**src/rtl/dbg_runctl_pkg.sv**
```systemverilog
package dbg_runctl_pkg;

  typedef enum logic [1:0] {
    OP_NOP   = 2'd0,
    OP_READ  = 2'd1,
    OP_WRITE = 2'd2,
    OP_RSVD  = 2'd3
  } reqOp_e;

  typedef enum logic [1:0] {
    RSP_OK   = 2'd0,
    RSP_FAIL = 2'd1,
    RSP_BUSY = 2'd2
  } rspCode_e;

  // control word bit positions
  localparam int CTL_HALT_BIT   = 31;
  localparam int CTL_RESUME_BIT = 30;
  localparam int CTL_RESET_BIT  = 1;
  localparam int CTL_ACTIVE_BIT = 0;

  // status word bit positions (each pair: all / any)
  localparam int ST_HAVERESET_HI = 19;
  localparam int ST_HAVERESET_LO = 18;
  localparam int ST_RESACK_HI    = 17;
  localparam int ST_RESACK_LO    = 16;
  localparam int ST_RUN_HI       = 11;
  localparam int ST_RUN_LO       = 10;
  localparam int ST_HALT_HI      = 9;
  localparam int ST_HALT_LO      = 8;
  localparam int ST_VER_W        = 4;

  typedef struct packed {
    logic accept;
    logic isRead;
    logic isWrite;
    logic isNop;
  } ctrlStrobe_t;

endpackage

```
**src/rtl/dbg_runctl_ctrl.sv**
```systemverilog
module dbg_runctl_ctrl
  import dbg_runctl_pkg::*;
(
  input  logic        clk,
  input  logic        rstN,
  input  logic        reqValid,
  input  logic [1:0]  reqOp,
  output logic        reqReady,
  input  logic        rspReady,
  output logic        rspValid,
  output ctrlStrobe_t strobe
);

  logic accept;

  // one transaction in flight: a waiting response blocks new requests
  assign reqReady = !rspValid;
  assign accept   = reqValid && reqReady;

  always_comb begin
    strobe.accept  = accept;
    strobe.isRead  = accept && (reqOp == OP_READ);
    strobe.isWrite = accept && (reqOp == OP_WRITE);
    strobe.isNop   = accept && (reqOp == OP_NOP);
  end

  always_ff @(posedge clk or negedge rstN) begin
    if (!rstN) begin
      rspValid <= 1'b0;
    end else if (accept) begin
      rspValid <= 1'b1;
    end else if (rspReady) begin
      rspValid <= 1'b0;
    end
  end

endmodule

```
**src/rtl/dbg_runctl_dp.sv**
```systemverilog
module dbg_runctl_dp
  import dbg_runctl_pkg::*;
#(
  parameter int          ADDR_W    = 32,
  parameter int          DATA_W    = 32,
  parameter logic [31:0] CTRL_ADDR = 32'h10,
  parameter logic [31:0] STAT_ADDR = 32'h11,
  parameter logic [31:0] INFO_ADDR = 32'h12,
  parameter int          VERSION   = 2
) (
  input  logic              clk,
  input  logic              rstN,
  input  ctrlStrobe_t       strobe,
  input  logic [ADDR_W-1:0] reqAddr,
  input  logic [DATA_W-1:0] reqData,
  input  logic              coreHalted,
  input  logic              coreRunning,
  input  logic              coreHaveReset,
  input  logic              coreResumeAck,
  output logic [DATA_W-1:0] rspData,
  output logic [1:0]        rspStat,
  output logic              haltReq,
  output logic              resumeReq,
  output logic              sysResetReq
);

  localparam logic [ADDR_W-1:0] CtrlA = CTRL_ADDR[ADDR_W-1:0];
  localparam logic [ADDR_W-1:0] StatA = STAT_ADDR[ADDR_W-1:0];
  localparam logic [ADDR_W-1:0] InfoA = INFO_ADDR[ADDR_W-1:0];
  localparam logic [ST_VER_W-1:0] VerVal = ST_VER_W'(VERSION);

  logic activeQ, haltQ, resetQ, resumePendQ;
  logic hitCtrl, hitStat, hitInfo;
  logic ctrlWrEn, resumeClash;
  logic [DATA_W-1:0] ctrlView, statView, nextData;
  rspCode_e nextCode;

  assign hitCtrl = (reqAddr == CtrlA);
  assign hitStat = (reqAddr == StatA);
  assign hitInfo = (reqAddr == InfoA);

  // a new resume while one is still outstanding is refused
  assign resumeClash = activeQ && resumePendQ && reqData[CTL_RESUME_BIT];

  always_comb begin
    ctrlView = '0;
    ctrlView[CTL_HALT_BIT]   = haltQ;
    ctrlView[CTL_RESUME_BIT] = resumePendQ;
    ctrlView[CTL_RESET_BIT]  = resetQ;
    ctrlView[CTL_ACTIVE_BIT] = activeQ;
  end

  // single hart: the "all" and "any" flags of each pair are the same signal
  always_comb begin
    statView = '0;
    statView[ST_HAVERESET_HI] = coreHaveReset;
    statView[ST_HAVERESET_LO] = coreHaveReset;
    statView[ST_RESACK_HI]    = coreResumeAck;
    statView[ST_RESACK_LO]    = coreResumeAck;
    statView[ST_RUN_HI]       = coreRunning;
    statView[ST_RUN_LO]       = coreRunning;
    statView[ST_HALT_HI]      = coreHalted;
    statView[ST_HALT_LO]      = coreHalted;
    statView[ST_VER_W-1:0]    = VerVal;
  end

  always_comb begin
    nextData = '0;
    nextCode = RSP_OK;
    ctrlWrEn = 1'b0;
    if (strobe.isRead) begin
      if (hitCtrl)      nextData = ctrlView;
      else if (hitStat) nextData = statView;
      else if (hitInfo) nextData = '0;
      else              nextCode = RSP_FAIL;
    end else if (strobe.isWrite) begin
      if (!hitCtrl)         nextCode = RSP_FAIL;
      else if (resumeClash) nextCode = RSP_BUSY;
      else                  ctrlWrEn = 1'b1;
    end else if (strobe.accept && !strobe.isNop) begin
      nextCode = RSP_FAIL;
    end
  end

  always_ff @(posedge clk or negedge rstN) begin
    if (!rstN) begin
      activeQ     <= 1'b0;
      haltQ       <= 1'b0;
      resetQ      <= 1'b0;
      resumePendQ <= 1'b0;
    end else begin
      if (coreResumeAck) resumePendQ <= 1'b0;
      if (ctrlWrEn) begin
        if (!activeQ || !reqData[CTL_ACTIVE_BIT]) begin
          // inactive or deactivating: only the active bit lands
          activeQ     <= reqData[CTL_ACTIVE_BIT];
          haltQ       <= 1'b0;
          resetQ      <= 1'b0;
          resumePendQ <= 1'b0;
        end else begin
          haltQ  <= reqData[CTL_HALT_BIT];
          resetQ <= reqData[CTL_RESET_BIT];
          if (reqData[CTL_RESUME_BIT]) resumePendQ <= 1'b1;
        end
      end
    end
  end

  always_ff @(posedge clk or negedge rstN) begin
    if (!rstN) begin
      rspData <= '0;
      rspStat <= RSP_OK;
    end else if (strobe.accept) begin
      rspData <= nextData;
      rspStat <= nextCode;
    end
  end

  assign haltReq     = haltQ;
  assign resumeReq   = resumePendQ;
  assign sysResetReq = resetQ;

endmodule

```
**src/rtl/dbg_runctl.sv**
```systemverilog
module dbg_runctl
  import dbg_runctl_pkg::*;
#(
  parameter int          ADDR_W    = 32,
  parameter int          DATA_W    = 32,
  parameter logic [31:0] CTRL_ADDR = 32'h10,
  parameter logic [31:0] STAT_ADDR = 32'h11,
  parameter logic [31:0] INFO_ADDR = 32'h12,
  parameter int          VERSION   = 2
) (
  input  logic              clk,
  input  logic              rstN,
  input  logic              reqValid,
  output logic              reqReady,
  input  logic [ADDR_W-1:0] reqAddr,
  input  logic [DATA_W-1:0] reqData,
  input  logic [1:0]        reqOp,
  output logic              rspValid,
  input  logic              rspReady,
  output logic [DATA_W-1:0] rspData,
  output logic [1:0]        rspStat,
  input  logic              coreHalted,
  input  logic              coreRunning,
  input  logic              coreHaveReset,
  input  logic              coreResumeAck,
  output logic              haltReq,
  output logic              resumeReq,
  output logic              sysResetReq
);

  ctrlStrobe_t strobe;

  dbg_runctl_ctrl u_ctrl (
    .clk      (clk),
    .rstN     (rstN),
    .reqValid (reqValid),
    .reqOp    (reqOp),
    .reqReady (reqReady),
    .rspReady (rspReady),
    .rspValid (rspValid),
    .strobe   (strobe)
  );

  dbg_runctl_dp #(
    .ADDR_W    (ADDR_W),
    .DATA_W    (DATA_W),
    .CTRL_ADDR (CTRL_ADDR),
    .STAT_ADDR (STAT_ADDR),
    .INFO_ADDR (INFO_ADDR),
    .VERSION   (VERSION)
  ) u_dp (
    .clk           (clk),
    .rstN          (rstN),
    .strobe        (strobe),
    .reqAddr       (reqAddr),
    .reqData       (reqData),
    .coreHalted    (coreHalted),
    .coreRunning   (coreRunning),
    .coreHaveReset (coreHaveReset),
    .coreResumeAck (coreResumeAck),
    .rspData       (rspData),
    .rspStat       (rspStat),
    .haltReq       (haltReq),
    .resumeReq     (resumeReq),
    .sysResetReq   (sysResetReq)
  );

endmodule

```
**config.mk**
```make
export PLATFORM = sky130hd
export DESIGN_NAME = dbg_runctl
export DESIGN_NICKNAME = d
export VERILOG_FILES = /design/src/rtl/dbg_runctl_pkg.sv /design/src/rtl/dbg_runctl_ctrl.sv /design/src/rtl/dbg_runctl_dp.sv /design/src/rtl/dbg_runctl.sv
export SDC_FILE = /design/constraint.sdc
export NUM_CORES = 1
export LEC_CHECK = 0
export BUFFER_PORTS_ARGS = -buffer_cell sky130_fd_sc_hd__buf_2
export CORE_ASPECT_RATIO = 0.5
export CORE_MARGIN = 5
export CORE_UTILIZATION = 31
export CTS_BUF_LIST = sky130_fd_sc_hd__clkbuf_8
export DETAILED_ROUTE_END_ITERATION = 6
export GPL_TIMING_DRIVEN = 0
export PLACE_DENSITY = 0.78
export SLEW_MARGIN = 15
export SYNTH_ARGS = -nofsm -noshare
export SYNTH_HDL_FRONTEND = slang
export SYNTH_SLANG_ARGS = --single-unit
```
**constraint.sdc**
```tcl
create_clock -name clk -period 1.53 [get_ports clk]
set_input_delay 0.306 -clock clk [delete_from_list [all_inputs] [get_ports clk]]
set_output_delay 0.306 -clock clk [all_outputs]
set_load 0.02 [all_outputs]
```
==> results.py <==
metrics = {
    "run_status": {
        "status": "complete, no violations",
    },
    "drt": {
        "drc": 0,
        "top_layer": "met4",
        "avgViaCountPerCell": 4.24,
        "wl_met1_mm": 1.09,
        "vias": 1027,
        "drt_pass1_iterations": 5,
        "drtIter0Drc": 24,
        "final_antenna_net_count": 0,
        "wl_mm": 2.71,
        "wl_per_cell_um": 11.2,
        "met2WireLength_mm": 1.37,
        "wl_met3_um": 201,
    },
    "synth": {
        "synth-compound-area-share": 0.0951,
        "synth_top_area_share": 0.380,
        "synth_top_family_by_area": "simple AND/OR/NAND/NOR gates",
        "syn_area_um2": 987,
        "synth-seq-cells": 15,
        "synth_warnings": 0,
        "syn_area_per_cell_um2": 8.97,
        "synth_seq_area_share": 0.380,
        "synthXorXnorAreaFrac": 0,
        "synth_area_leaders": "dfrtp_1 38%, buf_4 19%, nand2_1 5.3%",
        "synth.area.mux_share": 0.0456,
        "synth-simple-area-share": 0.260,
        "yosys.area.top_type": "dfrtp_1",
        "yosysUniqueCellTypes": 26,
        "syn_inst": 110,
        "synthAdderAreaFrac": 0,
    },
    "floorplanning": {
        "dieArea_um2": 4480,
        "core-area_um2": 3030,
        "num_io_pins": 113,
        "rows": 14,
        "die_y_um": 49.9,
        "die_x_um": 89.8,
        "start_util": 0.326,
    },
    "clocking": {
        "clk_latency_ns": 0.24,
        "cts_sinks": 15,
        "cts.path.max_buffers": 2,
        "path_clk_slew_ns": 0.06,
        "h-tree-depth": 1,
        "cts_root_buf": "clkbuf_8",
        "cts_made_buffers": 3,
        "cts_tree": "done",
    },
    "cells_and_area": {
        "fillers": 282,
        "final_common_cell": "buf_2",
        "nNetsFinal": 277,
        "antenna_cells": 0,
        "stdcell_area_um2": 1540,
        "final_cells": 242,
        "area_delta_synth_final_pct": 56.3,
        "drive_gt1_frac": 0.525,
        "final_cell_mix": "64 x buf_2, 31 x buf_4, 20 x conb_1",
    },
    "critical_path": {
        "cp-start-kind": "flop",
        "worstPathArrival_ns": 1.63,
        "crit_type": "flop to flop",
        "endpoint_kind": "flop",
        "cp.required_ns": 1.66,
        "critPathMaxFanout": 3,
        "r2r-end": "u_dp.haltReq",
        "r2r_cells": 4,
        "r2r_setup_slack_ns": 0.03,
        "rr_startpoint": "u_ctrl.rspValid",
        "cp-startpoint": "u_ctrl.rspValid",
        "crit_end": "u_dp.haltReq",
    },
    "placed_design": {
        "place_inst": 233,
        "numPortBuffers": 64,
        "place_ws_ns": -0.260,
        "gp_congestion": 0.741,
        "hpwlAfterDp_mm": 2.24,
        "dpl-instance-area_um2": 1450,
    },
    "timing": {
        "fin_crit_ns": 1.50,
        "setup_ws_ns": 0.0268,
        "max_freq_ghz": 0.665,
        "report.final.slew_viol_count": 0,
        "holdWs_ns": 0.236,
        "setup_tns_ns": 0,
        "period_share": 0.983,
        "hold_viol_final": 0,
        "skew_ns": 0.00289,
        "finalSetupViolCount": 0,
        "rsz0062_at_grt": "true",
    },
    "flow_run": {
        "cap_violations": 0,
    },
    "power_and_ir_drop": {
        "powerDensity_nw_per_um2": 628,
        "ir_worst_vdd_v": 0.000255,
        "p_leak_nw": 0.907,
    },
    "grt": {
        "grt_max_degree": 16,
        "grt_pass1_vias": 1054,
        "grt_pass1_wl_mm": 4.36,
        "groute.usage.overall": 0.113,
        "antenna_found_initial": 0,
        "grt_remaining_overflow": 0,
    },
    "hold_path": {
        "min_path_type": "input port to flop",
    },
}
[Yosys cell counts]
| master | number |
|---|---|
| dfrtp_1 | 15 |
| nor4_2 | 1 |
| and4b_1 | 1 |
| nand4_1 | 2 |
| conb_1 | 1 |
| a21o_1 | 1 |
| a31oi_1 | 1 |
| and3_1 | 2 |
| and4_1 | 2 |
| o21ai_0 | 10 |
| nand3_1 | 2 |
| nor2b_1 | 1 |
| inv_1 | 2 |
| buf_4 | 25 |
| and4_4 | 1 |
| nor2_1 | 5 |
| o311a_1 | 1 |
| nor4b_1 | 2 |
| nor4_1 | 6 |
| a41o_1 | 1 |
| clkbuf_1 | 2 |
| o211a_1 | 1 |
| nand2_1 | 14 |
| mux2_4 | 3 |
| nand2b_1 | 6 |
| buf_2 | 2 |
[area by class of cell]
class	instances	area [um2]	share of cell area
timing repair buffer	70	368	0.238
clock inverter	1	3.75	0.00243
sequential	15	377	0.244
clock buffer	3	41.3	0.0268
inverter	2	7.51	0.00487
buffer	28	203	0.131
tap	40	50.0	0.0324
multi-input combinational	83	493	0.320
[cells by family (layout without fill, tap and decap cells)]
logic type             Yosys count  in the layout
multiplexers                     3              3
AND/OR/NAND/NOR                 45             45
other                            1             20
AO/OA/AOI/OAI                   15             15
flip-flops                      15             15
buffers and inverters           31            104
[per-stage QoR]
stage / power (mW) / utilization
2_1_floorplan: 0.564 / -
3_3_place_gp: 0.652 / 0.479
3_5_place_dp: 0.655 / 0.479
4_1_cts: 0.966 / 0.501
5_1_grt: 1.01 / 0.509
6_report: 0.969 / 0.509
[registers in the layout, indices dropped and copies added (netlist names)]
| signal | cells |
|---|---|
| u_dp.rspStat | 2 |
| u_dp.rspData | 8 |
| u_ctrl.rspValid | 1 |
| u_dp.haltReq | 1 |
| u_dp.resumeReq | 1 |
| u_dp.sysResetReq | 1 |
| u_dp.activeQ | 1 |
[worst min-delay path by stage]
stage,start,end,slack (ns),cells after the start
finish,rspReady,u_ctrl.rspValid,0.24,2
global route,rspReady,u_ctrl.rspValid,0.25,2
CTS,rspReady,u_ctrl.rspValid,0.24,2
detailed placement,rstN,u_dp.rspData[1],0.22,1
global placement,rstN,u_dp.rspData[1],0.22,1
floorplan,rstN,u_ctrl.rspValid,0.01,0
[worst max-delay path: stages (launching register included)]
cell	delay [ns]
dfrtp_2	0.40
nand2b_4	0.16
nor4_4	0.24
and4_4	0.30
mux2_4	0.30
[routing by layer]
| layer | global-route usage | up-vias |
|---|---|---|
| met5 | 0 | - |
| met2 | 0.211 | 51 |
| met1 | 0.135 | 447 |
| li1 | - | 523 |
| met4 | 0.0377 | 0 |
| met3 | 0.0152 | 6 |
[power by group]
part | total [mW] | switching, mW | internal (mW)
Sequential | 0.410 | 0.00418 | 0.406
Clock | 0.310 | 0.133 | 0.177
Combinational | 0.249 | 0.134 | 0.115
[what timing repair did]
| item | CTS | global route |
|---|---|---|
| setup buffers | 3 | 2 |
| gates cloned | 0 | 0 |
| hold endpoints to repair | 15 | 0 |
| pin swaps | 2 | 4 |
| resized for setup | 0 | 2 |
| setup endpoints to repair | 3 | 11 |
| hold buffers | 1 | 0 |
Power figures use the tool's default switching activity.
